**src/rtl/cordic_rot_pkg.sv**
```systemverilog
package cordic_rot_pkg;
  localparam int XY_W   = 16;  // Q1.14
  localparam int ANG_W  = 16;  // Q2.13 radians
  localparam int N_ITER = 8;
  localparam int N_SEL  = 3;   // leading iterations folded into a constant table
  localparam int SEL_N  = 1 << N_SEL;
  localparam int CUT_A  = 4;   // register after this many iterations
  localparam int CUT_B  = 7;

  typedef logic signed [XY_W-1:0]  xy_t;
  typedef logic signed [ANG_W-1:0] ang_t;
  typedef struct packed {xy_t x; xy_t y;} xy_pair_t;

  localparam xy_t GAIN_INV = 16'sd9949;  // 0.60725 * 2^14

  function automatic ang_t atan_q(input int i);
    case (i)
      0: return 16'sd6434;
      1: return 16'sd3798;
      2: return 16'sd2007;
      3: return 16'sd1019;
      4: return 16'sd511;
      5: return 16'sd256;
      6: return 16'sd128;
      7: return 16'sd64;
      default: return '0;
    endcase
  endfunction

  // bit i of code set = clockwise turn at iteration i
  function automatic xy_pair_t seed_xy(input int code);
    xy_t x, y, xn, yn;
    x = GAIN_INV;
    y = '0;
    for (int i = 0; i < N_SEL; i++) begin
      if (((code >> i) & 1) != 0) begin
        xn = x + (y >>> i);
        yn = y - (x >>> i);
      end else begin
        xn = x - (y >>> i);
        yn = y + (x >>> i);
      end
      x = xn;
      y = yn;
    end
    return '{x: x, y: y};
  endfunction
endpackage

```
**src/rtl/cordic_const_sel.sv**
```systemverilog
module cordic_const_sel
  import cordic_rot_pkg::*;
(
  input  ang_t ang_i,
  output xy_t  x_o,
  output xy_t  y_o,
  output ang_t z_o
);
  logic [N_SEL-1:0] cw;
  ang_t z [N_SEL+1];
  xy_t  tbl_x [SEL_N];
  xy_t  tbl_y [SEL_N];

  assign z[0] = ang_i;

  for (genvar g = 0; g < N_SEL; g++) begin : g_res
    assign cw[g]  = z[g][ANG_W-1];
    assign z[g+1] = cw[g] ? z[g] + atan_q(g) : z[g] - atan_q(g);
  end

  for (genvar c = 0; c < SEL_N; c++) begin : g_tbl
    localparam xy_pair_t P = seed_xy(c);
    assign tbl_x[c] = P.x;
    assign tbl_y[c] = P.y;
  end

  assign x_o = tbl_x[cw];
  assign y_o = tbl_y[cw];
  assign z_o = z[N_SEL];
endmodule

```
**src/rtl/cordic_shift_stage.sv**
```systemverilog
module cordic_shift_stage
  import cordic_rot_pkg::*;
#(
  parameter int SHIFT = 3
) (
  input  xy_t  x_i,
  input  xy_t  y_i,
  input  ang_t z_i,
  output xy_t  x_o,
  output xy_t  y_o,
  output ang_t z_o
);
  localparam ang_t STEP = atan_q(SHIFT);

  logic cw;
  xy_t  xs, ys;

  assign cw = z_i[ANG_W-1];
  assign xs = x_i >>> SHIFT;
  assign ys = y_i >>> SHIFT;

  always_comb begin
    if (cw) begin
      x_o = x_i + ys;
      y_o = y_i - xs;
      z_o = z_i + STEP;
    end else begin
      x_o = x_i - ys;
      y_o = y_i + xs;
      z_o = z_i - STEP;
    end
  end
endmodule

```
**src/rtl/cordic_pipe_reg.sv**
```systemverilog
module cordic_pipe_reg #(
  parameter int PW = 48
) (
  input  logic          clk_i,
  input  logic          rst_ni,
  input  logic          vld_i,
  input  logic [PW-1:0] d_i,
  output logic          vld_o,
  output logic [PW-1:0] q_o
);
  always_ff @(posedge clk_i or negedge rst_ni) begin
    if (!rst_ni) begin
      vld_o <= 1'b0;
      q_o   <= '0;
    end else begin
      vld_o <= vld_i;
      if (vld_i) q_o <= d_i;
    end
  end

  AST_VALID_STEP: assert property (@(posedge clk_i) disable iff (!rst_ni)
    1'b1 |=> (vld_o == $past(vld_i)));
  AST_HOLD_DATA: assert property (@(posedge clk_i) disable iff (!rst_ni)
    !vld_i |=> $stable(q_o));
endmodule

```
**src/rtl/cordic_rot_mux.sv**
```systemverilog
module cordic_rot_mux
  import cordic_rot_pkg::*;
(
  input  logic                    clk_i,
  input  logic                    rst_ni,
  input  logic                    in_valid_i,
  input  logic signed [ANG_W-1:0] angle_i,
  output logic                    out_valid_o,
  output logic signed [XY_W-1:0]  cos_o,
  output logic signed [XY_W-1:0]  sin_o
);
  localparam int PW_MID = 2*XY_W + ANG_W;
  localparam int PW_OUT = 2*XY_W;
  localparam int N_MID  = CUT_B - CUT_A;
  localparam int LAST   = N_ITER - 1;

  // segment 1: table stages + first shift-add stage
  xy_t  x3, y3, x4, y4;
  ang_t z3, z4;

  cordic_const_sel i_sel (
    .ang_i (angle_i),
    .x_o   (x3),
    .y_o   (y3),
    .z_o   (z3)
  );

  cordic_shift_stage #(.SHIFT(N_SEL)) i_st3 (
    .x_i (x3), .y_i (y3), .z_i (z3),
    .x_o (x4), .y_o (y4), .z_o (z4)
  );

  logic              va;
  logic [PW_MID-1:0] qa;

  cordic_pipe_reg #(.PW(PW_MID)) i_reg_a (
    .clk_i (clk_i), .rst_ni (rst_ni),
    .vld_i (in_valid_i), .d_i ({x4, y4, z4}),
    .vld_o (va), .q_o (qa)
  );

  // segment 2
  xy_t  xm [N_MID+1];
  xy_t  ym [N_MID+1];
  ang_t zm [N_MID+1];

  assign {xm[0], ym[0], zm[0]} = qa;

  for (genvar g = 0; g < N_MID; g++) begin : g_mid
    cordic_shift_stage #(.SHIFT(CUT_A + g)) i_st (
      .x_i (xm[g]),   .y_i (ym[g]),   .z_i (zm[g]),
      .x_o (xm[g+1]), .y_o (ym[g+1]), .z_o (zm[g+1])
    );
  end

  logic              vb;
  logic [PW_MID-1:0] qb;

  cordic_pipe_reg #(.PW(PW_MID)) i_reg_b (
    .clk_i (clk_i), .rst_ni (rst_ni),
    .vld_i (va), .d_i ({xm[N_MID], ym[N_MID], zm[N_MID]}),
    .vld_o (vb), .q_o (qb)
  );

  // segment 3: last micro-rotation, residual no longer needed
  xy_t  xb, yb, xf, yf;
  ang_t zb;

  assign {xb, yb, zb} = qb;

  always_comb begin
    if (zb[ANG_W-1]) begin
      xf = xb + (yb >>> LAST);
      yf = yb - (xb >>> LAST);
    end else begin
      xf = xb - (yb >>> LAST);
      yf = yb + (xb >>> LAST);
    end
  end

  logic [PW_OUT-1:0] qo;

  cordic_pipe_reg #(.PW(PW_OUT)) i_reg_o (
    .clk_i (clk_i), .rst_ni (rst_ni),
    .vld_i (vb), .d_i ({xf, yf}),
    .vld_o (out_valid_o), .q_o (qo)
  );

  assign {cos_o, sin_o} = qo;

  always @(posedge clk_i) begin
    if (!rst_ni) begin
      AST_RESET_CLEAR: assert (!out_valid_o && cos_o == '0 && sin_o == '0);
    end
  end

  AST_FIRST_TURN: assert property (@(posedge clk_i) disable iff (!rst_ni)
    in_valid_i |-> ((y3 > 0) == !angle_i[ANG_W-1]));
endmodule

```
**config.mk**
```make
export PLATFORM = sky130hd
export DESIGN_NAME = cordic_rot_mux
export DESIGN_NICKNAME = d
export VERILOG_FILES = /design/src/rtl/cordic_rot_pkg.sv /design/src/rtl/cordic_const_sel.sv /design/src/rtl/cordic_shift_stage.sv /design/src/rtl/cordic_pipe_reg.sv /design/src/rtl/cordic_rot_mux.sv
export SDC_FILE = /design/constraint.sdc
export NUM_CORES = 1
export LEC_CHECK = 0
export BUFFER_PORTS_ARGS = -buffer_cell sky130_fd_sc_hd__buf_2
export CELL_PAD_IN_SITES_DETAIL_PLACEMENT = 0
export CELL_PAD_IN_SITES_GLOBAL_PLACEMENT = 2
export CORE_UTILIZATION = 25
export DETAILED_ROUTE_END_ITERATION = 7
export GPL_TIMING_DRIVEN = 0
export PLACE_DENSITY_LB_ADDON = 0.15
export SYNTH_ARGS = -nofsm -noshare
export SYNTH_HDL_FRONTEND = slang
export SYNTH_SLANG_ARGS = --single-unit
```
**constraint.sdc**
```tcl
create_clock -name clk_i -period 20.1 [get_ports clk_i]
set_input_delay 3.015 -clock clk_i [delete_from_list [all_inputs] [get_ports clk_i]]
set_output_delay 3.015 -clock clk_i [all_outputs]
set_load 0.05 [all_outputs]
```
**Yosys cells after proc, flatten, opt, wreduce, memory -nomap -nowiden**

Memories as Yosys holds them, arrays and structs flattened.
Cells that the tools add are included.

- Memories kept: 2
- Input port bits: 19
- ROM bits: 256
- Logic and storage cells: 65
- Output and inout bits: 33
- Flip-flop bits (word level): 131

Memories:

| memory | words | width | read ports | clocked after Yosys merged registers in | write ports | RTL line | text |
|---|---|---|---|---|---|---|---|
| (no name shown) | 8 | 16 | 1 | 0 | 0 | cordic_const_sel.sv:27 | `assign x_o = tbl_x[cw];` |
| (no name shown) | 8 | 16 | 1 | 0 | 0 | cordic_const_sel.sv:28 | `assign y_o = tbl_y[cw];` |

- Bitwise gates (word level): 1
- Order comparisons: 1
- Multiplexer cells: 21
- Add/subtract/negate cells: 34

Operators with widths:

| kind | count |
|---|---|
| 16-bit two-way mux | 21 |
| 16-bit by 10-bit adder with 16-bit output | 2 |
| 16-bit by 10-bit adder with 16-bit output (second input constant) | 2 |
| 16-bit by 11-bit adder with 16-bit output | 2 |
| 16-bit by 12-bit adder with 16-bit output | 2 |
| 16-bit by 13-bit adder with 16-bit output | 2 |
| 16-bit by 9-bit adder with 16-bit output | 2 |
| 16-bit by 10-bit subtractor with 16-bit output | 2 |
| 16-bit by 10-bit subtractor with 16-bit output (second input constant) | 2 |
| 16-bit by 11-bit subtractor with 16-bit output | 2 |
| 16-bit by 12-bit subtractor with 16-bit output | 2 |
| 16-bit by 13-bit subtractor with 16-bit output | 2 |
| 16-bit by 9-bit subtractor with 16-bit output | 2 |
| 16-bit by 11-bit adder with 16-bit output (second input constant) | 1 |
| 16-bit by 12-bit adder with 16-bit output (second input constant) | 1 |
| 16-bit by 13-bit adder with 16-bit output (second input constant) | 1 |
| 16-bit by 14-bit adder with 16-bit output (second input constant) | 1 |
| 16-bit by 9-bit adder with 16-bit output (second input constant) | 1 |
| 16-bit by 11-bit subtractor with 16-bit output (second input constant) | 1 |
| 16-bit by 12-bit subtractor with 16-bit output (second input constant) | 1 |
| 16-bit by 13-bit subtractor with 16-bit output (second input constant) | 1 |
| 16-bit by 14-bit subtractor with 16-bit output (second input constant) | 1 |
| 16-bit by 9-bit subtractor with 16-bit output (second input constant) | 1 |
| 4-bit >= comparator (second input constant) | 1 |
| 3-bit NOT with 4-bit output | 1 |

**Depth between registers and ports, before layout**

Gate-level depths: netlist of the first run.

- Depth in word-level cells: 10
- Gate-level depth with buffers: 47
- Mapped depth without buffers: 44

**Hierarchy**

A second synthesis of the first run with hierarchy kept.

- Cell total of the unflattened synthesis: 2184
- Area, all modules: 19235.9 µm²

By module, submodules not included:

| module | instances | sequential area each (µm²) | area an instance (µm²) | cells an instance |
|---|---|---|---|---|
| cordic_pipe_reg (i_reg_a ...) | 2 | 1226.2 | 1885.6 | 102 |
| cordic_shift_stage (i_st3) | 1 | 0.0 | 2762.6 | 380 |
| cordic_shift_stage (g_mid[0].i_st) | 1 | 0.0 | 2643.8 | 361 |
| cordic_shift_stage (g_mid[1].i_st) | 1 | 0.0 | 2316.0 | 311 |
| cordic_shift_stage (g_mid[2].i_st) | 1 | 0.0 | 2274.7 | 310 |
| cordic_const_sel | 1 | 0.0 | 2194.6 | 290 |
| cordic_rot_mux | 1 | 0.0 | 1903.1 | 259 |
| cordic_pipe_reg (i_reg_o) | 1 | 825.8 | 1370.1 | 69 |

**Worst setup path before layout of the first run**

OpenSTA, ideal clock, no wires.

- Path type: input port to flip-flop
- From: input angle_i[15]
- To: register i_reg_a.q_o[45]
- Arrival: 12.507 ns
- Buffers on the path: 5
- Stages: 43
- Library setup time: 0.125 ns
- Data required time: 19.975 ns
- Setup slack: 7.469 ns
- Path through: clkbuf_1 -> inv_1 -> ha_1 -> nor2b_1 -> o21ai_0 -> a21boi_0 -> o41ai_1 -> o22ai_1 -> nand2_1 -> nand2_1 -> ha_1 -> a21oi_1 -> a21boi_0 -> a31oi_1 -> o41ai_2 -> o21ai_0 -> a311oi_1 -> clkbuf_1 -> [... 7 more ...] -> clkbuf_1 -> inv_1 -> clkbuf_1 -> a21o_1 -> inv_1 -> ha_1 -> a21o_1 -> a21oi_1 -> o21ai_0 -> a21oi_1 -> o21ai_0 -> a21oi_1 -> o21ai_0 -> o41ai_1 -> o21bai_1 -> a21oi_1 -> xnor2_1 -> mux2_2

- Word-level cells in the longest chain between the ends: 10
- Elaborated cells on any way between the ends: 19
- Those cells by class: add/sub (8); mux (8); bitwise (1); memory (2)

Ends and longest elaborated chain:

| item | RTL line | text |
|---|---|---|
| start, declared | cordic_rot_mux.sv:7 | `input logic signed [ANG_W-1:0] angle_i,` |
| 16-bit by 14-bit subtractor with 16-bit output or 16-bit by 14-bit adder with 16-bit output (tied branches) | cordic_const_sel.sv:18 | `assign z[g+1] = cw[g] ? z[g] + atan_q(g) : z[g] - atan_q(g);` |
| 16-bit two-way mux | cordic_const_sel.sv:18 |  |
| 16-bit by 13-bit subtractor with 16-bit output or 16-bit by 13-bit adder with 16-bit output (tied branches) | cordic_const_sel.sv:18 |  |
| 16-bit two-way mux | cordic_const_sel.sv:18 |  |
| 3-bit NOT with 4-bit output (implied by the code) | cordic_const_sel.sv:27, cordic_const_sel.sv:28 |  |
| memory 8 x 16 bit, on equally long branches | n/a |  |
| 16-bit two-way mux, on equally long branches (2 in a row) | cordic_const_sel.sv:27, cordic_const_sel.sv:28 |  |
| 16-bit by 13-bit subtractor with 16-bit output or 16-bit by 13-bit adder with 16-bit output (tied branches) | cordic_shift_stage.sv:28, cordic_shift_stage.sv:24 |  |
| 16-bit two-way mux (*) | cordic_shift_stage.sv:23 | `if (cw) begin` |
| end signal, assigned | cordic_pipe_reg.sv:17 | `if (vld_i) q_o <= d_i;` |
| end, declared | cordic_pipe_reg.sv:9 | `output logic [PW-1:0] q_o` |

Every way passes the cells marked *; elsewhere a longest branch is shown, timed or not. The select of a mux whose other input is x is not followed.
A chain may end at the register's enable or synchronous reset.

**Final worst setup path of the first run**

Ends and elaborated chain as after synthesis.

==> results of run 1 <==
==> critical path: cells and delay by family <==
family	cells	cell delay [ns]
compound gates	24	6.63
buf+inv	9	3.30
fa+ha+maj	4	1.65
simple gates	5	1.21
mux	1	0.26
xor+xnor	1	0.10
==> kinds of logic after synthesis <==
kind of cell             synth area share [%]
AND/OR/NAND/NOR                          14.6
adder cells (fa/ha/maj)                  20.8
XOR/XNOR                                 13.2
multiplexers                             6.07
flip-flops                               17.8
buffers and inverters                    4.33
AO/OA/AOI/OAI                            23.2
==> how the worst max path moves through the flow <==
stage	slack (ns)	cells past startpoint	endpoint	startpoint
finish	4.23	44	i_reg_a.q_o[45]	angle_i[15]
global placement	3.26	39	i_reg_a.q_o[15]	angle_i[15]
global route	2.94	41	i_reg_a.q_o[15]	angle_i[15]
floorplan	7.47	43	i_reg_a.q_o[45]	angle_i[15]
detailed placement	3.42	41	i_reg_a.q_o[15]	angle_i[15]
CTS	3.85	41	i_reg_a.q_o[15]	angle_i[15]
==> flip-flops by register name (all words and copies together), names as in the netlist <==
signal	cells
i_reg_b.vld_o	1
i_reg_a.q_o	48
i_reg_a.vld_o	1
i_reg_o.q_o	32
i_reg_b.q_o	33
i_reg_o.vld_o	1
==> cell usage in the layout, fill, tap and decap left out, types with 18 or more instances in the layout <==
cell type,count
a21o_1,60
xnor2_1,172
clkbuf_1,38
xor2_1,66
dfrtp_1,116
nor3_1,50
a21boi_0,28
o21bai_1,18
o21ai_0,124
nand2_1,118
mux2i_1,19
nand2b_1,24
nor2b_1,43
buf_2,52
a21oi_1,177
a31oi_1,24
o31ai_1,21
a211oi_1,22
o21a_1,38
mux2_2,68
inv_1,138
ha_1,251
nand3_1,22
nor2_1,155
==> metrics by stage <==
step / std cells / cell area [sq um] / hold WS, ns / util, %
6_report: 2926 / 18300 / 0.445 / 28.3
5_1_grt: 2926 / 18300 / 0.461 / 28.3
4_1_cts: 2926 / 18300 / 0.471 / 28.3
3_5_place_dp: 2894 / 17700 / 0.455 / 27.4
3_3_place_gp: 2893 / 17700 / 0.454 / 27.4
2_1_floorplan: 1987 / 16400 / 0.352 / -
==> metal layers <==
| layer | track usage (%) | vias up | share of wire (%) |
|---|---|---|---|
| met5 | 0 | - | 0 |
| met4 | 3.01 | 0 | 0.84 |
| met3 | 2.05 | 22 | 1.6 |
| met2 | 27.9 | 110 | 50 |
| met1 | 19.9 | 6577 | 47 |
| li1 | - | 7260 | - |
==> cell type report <==
class                      count  area, sq um
tap                          855         1070
fill                        7034        46300
multi-input combinational   1683        12700
inverter                     139          522
buffer                        49          186
sequential                   116         2900
timing repair buffer          52          289
clock buffer                  17          425
clock inverter                15          149
==> results.json, run 1 <==
{
  "cts_hold_buffers": 0,
  "first_pass_iters": 6,
  "synth_top_cells_by_area": "ha_1 (19%), dfrtp_1 (18%), xnor2_1 (9.2%)",
  "yosys_warnings": 0,
  "synth_seq_cells": 116,
  "routed_via_density": 4.77,
  "drive_above_1_share_pct": 8.93,
  "dieArea_sq_um": 66400,
  "endpoint_kind": "flop",
  "pre_cts_slack_ns": 3.42,
  "ant_nets": 0,
  "setup_viol": 0,
  "dpl.hpwl_microns": 43000,
  "slowest_delay_ns": 0.85,
  "synth_edf_count": 0,
  "grt_usage_pct": 15.6,
  "clkLatencyLatePin_ns": 0.47,
  "root_buffer": "clkbuf_16",
  "finalSetupTns_ns": 0,
  "ys_seq_area_share_pct": 17.8,
  "vias": 13969,
  "outcome": "finished, final reports clean",
  "cp_slowest_cell": "clkbuf_1",
  "cts.sinks": 116,
  "post_synth_instance_area_sq_um": 16400,
  "required_ns": 20.45,
  "coreArea_sq_um": 64600,
  "clk_path_buf_depth": 2,
  "worstPathMaxFanout": 19,
  "grt_pass1_vias": 14144,
  "wl_per_cell_microns": 17.3,
  "rr_worst_depth": 37,
  "final_nets": 2341,
  "drt_wl_total_microns": 50600,
  "syn-num-nets": 2270,
  "hold_depth": 0,
  "synth_cell_types": 78,
  "pin_count": 52,
  "min_delay_worst_endpoint": "i_reg_b.vld_o",
  "drv_cap": 0,
  "rrSetupSlack_ns": 9.83,
  "numCtsBuffers": 17,
  "route.detailed.drc": 0,
  "grt_first_pass_wirelength_microns": 81000,
  "hold_path_class": "flop to flop",
  "synth_top_area_share_pct": 19.2,
  "worst_slew_pin_slew_ns": 1.11,
  "synth_common_cells": "ha_1 (251), a21oi_1 (177), xnor2_1 (172)",
  "area_delta_synth_final_pct": 11.8,
  "start_util_pct": 25.3,
  "place_congestion": 0.807,
  "ys.flop_type": "dfrtp_1",
  "async_reset_ff_share_pct": 100,
  "post-route-period-util_pct": 78.9,
  "chipWidth_microns": 258,
  "path_class": "primary input to flop",
  "worst_slack_ns": 4.23,
  "io_buffers": 51,
  "r2r_end": "i_reg_b.q_o[46]",
  "min_from": "i_reg_a.vld_o",
  "placementRows": 93,
  "cts_max_level": 4,
  "gr-total-overflow": 0,
  "cts_tree": "built",
  "r2r-start": "i_reg_a.q_o[15]",
  "drtIter0Drc": 575,
  "grt_max_degree": 80,
  "drv_slew": 0,
  "clk_pin_slew_worst_paths_ns": 0.06,
  "worstPathArrival_ns": 16.22,
  "yosys.area.top_type": "ha_1",
  "hold_viol": 0,
  "startpoint_type": "primary input",
  "skew_ns": 0.0170,
  "min_period_ns": 15.87,
  "synth_cells": 1987,
  "max-slew-margin-rel_pct": 26.1,
  "fp.dieH_microns": 258,
  "post-cts-setup-buffers": 0,
  "rsz0062_at_grt": "false",
  "diodes": 0,
  "synth_most_common_cell": "ha_1",
  "avgSynthCellArea_sq_um": 8.23,
  "cts_resized": 0,
  "clock.fmax_ghz": 0.0630,
  "grt_antenna_before_repair": 1
}
Power of run 1 is not shown: default switching activity piles up to over one toggle a cycle in this logic, so the estimate is an artifact.
==> run 2, diff against run 1 <==
==> constraint.sdc (replaced) <==
create_clock -name clk_i -period 13.25 [get_ports clk_i]
set_input_delay 1.9875 -clock clk_i [delete_from_list [all_inputs] [get_ports clk_i]]
set_output_delay 1.9875 -clock clk_i [all_outputs]
set_load 0.05 [all_outputs]
==> run 2 against run 1 <==
- utilization grew 0.12 points
- setup slack lost 3.3 ns
- die area is the same
- hold slack gained 0.0028 ns
- global-route usage is essentially flat
- count of clock-buffer cells in the layout is the same
- highest routed layer unchanged
==> results.json, run 2 (same netlist as run 1, synthesis figures left out) <==
{
  "path_class": "primary input to flop",
  "rsz0062_at_grt": "false",
  "clk_path_buf_depth": 2,
  "max-slew-margin-rel_pct": 24.9,
  "holdWs_ns": 0.448,
  "area_delta_synth_final_pct": 12.3,
  "grt_first_pass_wirelength_microns": 81200,
  "drv_cap": 0,
  "grt_usage_pct": 15.6,
  "worst_slew_pin_slew_ns": 1.13,
  "outcome": "finished, final reports clean",
  "pin_count": 52,
  "clkLatencyLatePin_ns": 0.47,
  "reg_top3": "i_reg_a.q_o: 48 flops, i_reg_b.q_o: 33 flops, i_reg_o.q_o: 32 flops",
  "skew_ns": 0.0170,
  "chipWidth_microns": 258,
  "fp.dieH_microns": 258,
  "final_nets": 2343,
  "coreArea_sq_um": 64600,
  "clk_pin_slew_worst_paths_ns": 0.06,
  "largest_reg_flops": 48,
  "post-route-period-util_pct": 92.8,
  "drive_above_1_share_pct": 9.74,
  "place_congestion": 0.807,
  "setup_viol": 0,
  "hold_path_class": "flop to flop",
  "cp_slowest_cell": "o41ai_1",
  "min_period_ns": 12.30,
  "cts.sinks": 116,
  "drv_slew": 0,
  "wl_per_cell_microns": 17.4,
  "cts_max_level": 4,
  "route.detailed.drc": 0,
  "slowest_delay_ns": 0.47,
  "worstPathArrival_ns": 12.65,
  "final_cell_mix": "ha_1 (251), a21oi_1 (177), xnor2_1 (172)",
  "endpoint_kind": "flop",
  "grt_max_degree": 80,
  "dpl.hpwl_microns": 43000,
  "cts_tree": "built",
  "start_util_pct": 25.3,
  "cts_hold_buffers": 0,
  "grt_pass1_vias": 14188,
  "pre_cts_slack_ns": -2.40,
  "finalSetupTns_ns": 0,
  "final_common_cell": "ha_1",
  "numCtsBuffers": 17,
  "diodes": 0,
  "clock.fmax_ghz": 0.0813,
  "vias": 14015,
  "required_ns": 13.60,
  "first_pass_iters": 5,
  "io_buffers": 51,
  "root_buffer": "clkbuf_16",
  "placementRows": 93,
  "worst_slack_ns": 0.948,
  "hold_viol": 0,
  "hold_depth": 0,
  "drtIter0Drc": 561,
  "ant_nets": 0,
  "drt_wl_total_microns": 50900,
  "rrSetupSlack_ns": 2.93,
  "worstPathMaxFanout": 19,
  "gr-total-overflow": 0,
  "n_fill_cell": 7034,
  "rr_worst_depth": 37,
  "startpoint_type": "primary input",
  "routed_via_density": 4.79,
  "regMostFlops": "i_reg_a.q_o",
  "grt_antenna_before_repair": 1,
  "dieArea_sq_um": 66400
}
[run 2: cell types whose count changed in the layout (fill, tap and decap cells not counted), moves of 2 or more]
cell	previous run	this run
buf_4	0	5
clkbuf_1	38	34
buf_1	9	7
clkbuf_4	0	2
clkinvlp_4	2	4
inv_1	138	136
[run 2: path summary, 6_finish.rpt]
kind / endpoint / startpoint
worst max-delay path: i_reg_a.q_o[45] / angle_i[15]
worst min-delay path: i_reg_b.vld_o / i_reg_a.vld_o
worst max register to register: i_reg_b.q_o[46] / i_reg_a.q_o[15]
worst min register to register: i_reg_b.vld_o / i_reg_a.vld_o
max in group asynchronous: i_reg_a.q_o[44] / rst_ni
min in group asynchronous: i_reg_o.q_o[12] / rst_ni
[run 2: area by class of cell]
class | count | area [sq um] | share of cell area (%)
Sequential cell | 116 | 2900 | 15.8
Multi-Input combinational cell | 1683 | 12800 | 69.6
Clock inverter | 15 | 149 | 0.811
Clock buffer | 17 | 425 | 2.32
Inverter | 139 | 529 | 2.88
Timing Repair Buffer | 57 | 329 | 1.79
Buffer | 46 | 181 | 0.988
Tap cell | 855 | 1070 | 5.83
[run 2: timing repair]
| item | in CTS | in global routing |
|---|---|---|
| buffers inserted | 2 | 3 |
| gates resized for setup | 9 | 8 |
| endpoints found under the setup margin | 41 | 18 |
[run 2: through the flow]
| stage | std cells | utilization [%] | area, sq um |
|---|---|---|---|
| finish | 2928 | 28.4 | 18400 |
| global route | 2928 | 28.4 | 18400 |
| CTS | 2926 | 28.4 | 18300 |
| detailed placement | 2894 | 27.4 | 17700 |
| global placement | 2893 | 27.4 | 17700 |
| floorplan | 1987 | - | 16400 |
[run 2: critical path, delay by kind of cell]
family | cells | cell delay (ns)
AOI/OAI and AO/OA | 24 | 5.97
buffers and inverters | 7 | 1.72
adders and majority gates | 4 | 1.37
and+or+nand+nor | 5 | 1.20
muxes | 1 | 0.26
xor gates and xnor gates | 1 | 0.10
[run 2: per-layer routing]
layer | wire [microns] | vias up | global-route usage, %
met4 | 494 | 0 | 3.09
li1 | - | 7268 | -
met1 | 24000 | 6610 | 19.8
met5 | 0 | - | 0
met3 | 806 | 24 | 2.05
met2 | 25600 | 113 | 28.1
Power of run 2 is left out for the same reason.
==> run 3, diff against run 2 <==
--- a/config.mk
+++ b/config.mk
@@ -8,7 +8,7 @@
 export BUFFER_PORTS_ARGS = -buffer_cell sky130_fd_sc_hd__buf_2
 export CELL_PAD_IN_SITES_DETAIL_PLACEMENT = 0
 export CELL_PAD_IN_SITES_GLOBAL_PLACEMENT = 2
-export CORE_UTILIZATION = 25
+export CORE_UTILIZATION = 36
 export DETAILED_ROUTE_END_ITERATION = 7
 export GPL_TIMING_DRIVEN = 0
 export PLACE_DENSITY_LB_ADDON = 0.15
==> run 3 against run 2 <==
- critical path depth is 1 lower
- flip-flop and latch count stayed put
- non-clock buffer count is 1 lower
- cell count is 9.0% lower
- sequential share of layout area is 0.26 points higher
- critical path type unchanged
- via count is 0.44% higher
==> results.json, run 3 (same netlist as run 1, synthesis figures left out) <==
{
  "drive_above_1_share_pct": 9.56,
  "rsz0062_at_grt": "false",
  "cts_tree": "built",
  "startpoint_type": "primary input",
  "chipWidth_microns": 215,
  "fin_area_sq_um": 18100,
  "place_congestion": 0.838,
  "coreArea_sq_um": 44500,
  "io_buffers": 51,
  "worst_slew_pin_slew_ns": 1.05,
  "root_buffer": "clkbuf_16",
  "min_delay_worst_endpoint": "i_reg_b.vld_o",
  "grt_usage_pct": 20.0,
  "cts_hold_buffers": 0,
  "clock.fmax_ghz": 0.0821,
  "pin_count": 52,
  "clk_path_buf_depth": 2,
  "final_cell_mix": "ha_1 (251), a21oi_1 (177), xnor2_1 (172)",
  "rr_worst_depth": 37,
  "skew_ns": 0.0239,
  "diodes": 0,
  "post-route-period-util_pct": 91.9,
  "drv_slew": 0,
  "numCtsBuffers": 17,
  "drv_cap": 0,
  "drtIter0Drc": 593,
  "final_core_util_pct": 40.6,
  "clk_pin_slew_worst_paths_ns": 0.06,
  "grt_pass1_vias": 13974,
  "final_nets": 2342,
  "gr-total-overflow": 0,
  "min_period_ns": 12.18,
  "dieArea_sq_um": 46300,
  "routed_via_density": 5.28,
  "start_util_pct": 36.7,
  "vias": 14077,
  "largest_reg_flops": 48,
  "r2r_end": "i_reg_b.q_o[46]",
  "cp.buffers_inverters": 5,
  "endpoint_kind": "flop",
  "clkLatencyLatePin_ns": 0.44,
  "hold_path_class": "flop to flop",
  "cts_max_level": 4,
  "regMostFlops": "i_reg_a.q_o",
  "outcome": "finished, final reports clean",
  "reg_top3": "i_reg_a.q_o: 48 flops, i_reg_b.q_o: 33 flops, i_reg_o.q_o: 32 flops",
  "place_inst": 2631,
  "min_from": "i_reg_a.vld_o",
  "drt_wl_total_microns": 45800,
  "route.detailed.drc": 0,
  "hold_depth": 0,
  "required_ns": 13.56,
  "area_delta_synth_final_pct": 10.4,
  "slowest_delay_ns": 0.59,
  "ant_nets": 0,
  "worstPathArrival_ns": 12.49,
  "setup_viol": 0,
  "worstPathMaxFanout": 19,
  "cp_top_family": "compound AO/OA/AOI/OAI gates",
  "wl_per_cell_microns": 17.2,
  "cts.sinks": 116,
  "cp_slowest_cell": "a2bb2oi_1",
  "placementRows": 77,
  "hold_viol": 0,
  "dpl.hpwl_microns": 38300,
  "grt_max_degree": 78,
  "max-slew-margin-rel_pct": 30.1,
  "path_class": "primary input to flop",
  "first_pass_iters": 8,
  "grt_antenna_before_repair": 0,
  "fp.dieH_microns": 215,
  "rrSetupSlack_ns": 3.03,
  "r2r-start": "i_reg_a.q_o[15]",
  "stdcell_count": 2664,
  "grt_first_pass_wirelength_microns": 74500,
  "place_area_sq_um": 17400,
  "final_common_cell": "ha_1"
}
-- run 3: changes by cell type in the layout (fill, tap and decap cells not counted), sizes merged --
cell,delta
buf,-1
inv,-5
clkbuf,+2
bufinv,+3
clkinvlp,+2
clkinv,-2
-- run 3: how the worst max path moves through the flow --
stage | from | to | slack (ns) | depth (start not counted)
floorplan | angle_i[15] | i_reg_a.q_o[45] | 1.65 | 43
global placement | angle_i[15] | i_reg_a.q_o[15] | -2.00 | 41
detailed placement | angle_i[15] | i_reg_a.q_o[15] | -1.96 | 41
CTS | angle_i[15] | i_reg_a.q_o[45] | 0.05 | 43
global route | angle_i[15] | i_reg_a.q_o[28] | 0.1 | 41
finish | angle_i[15] | i_reg_a.q_o[28] | 1.07 | 41
-- run 3: worst register-to-register path: cells and delay by family (launching register included) --
family	cells	cell delay, ns
compound gates	17	3.95
xor+xnor	2	0.61
fa+ha+maj	4	1.23
buf+inv	6	2.12
flops	1	0.70
mux	1	0.38
simple gates	7	1.14
-- run 3: repair_timing --
action | CTS | global route
resized for setup | 7 | 9
setup endpoints to repair | 33 | 19
buffers inserted | 2 | 2
-- run 3: through the flow --
step / hold slack, ns / setup slack, ns / setup TNS [ns]
6_report: 0.411 / 1.07 / 0
5_1_grt: 0.433 / 0.0979 / 0
4_1_cts: 0.432 / 0.0469 / 0
3_5_place_dp: 0.414 / -1.96 / -45.30
3_3_place_gp: 0.413 / -2.00 / -46.29
2_1_floorplan: 0.352 / 1.65 / 0
-- run 3: cell type report --
type,instances,area [sq um]
fill,4581,26400
multi-input combinational,1683,12800
sequential,116,2900
tap,592,741
inverter,139,529
clock buffer,19,433
timing repair buffer,56,322
clock inverter,13,183
buffer,46,181
-- run 3: per-layer routing --
| metal | GRT usage (%) | up-vias | part of all wire, % | wire (microns) |
|---|---|---|---|---|
| met5 | 0 | - | 0 | 0 |
| met3 | 2.19 | 18 | 2.1 | 947 |
| li1 | - | 7269 | - | - |
| met1 | 25.5 | 6642 | 47 | 21500 |
| met4 | 3.66 | 0 | 0.75 | 342 |
| met2 | 36.4 | 148 | 50 | 23000 |
Power of run 3 is left out for the same reason.
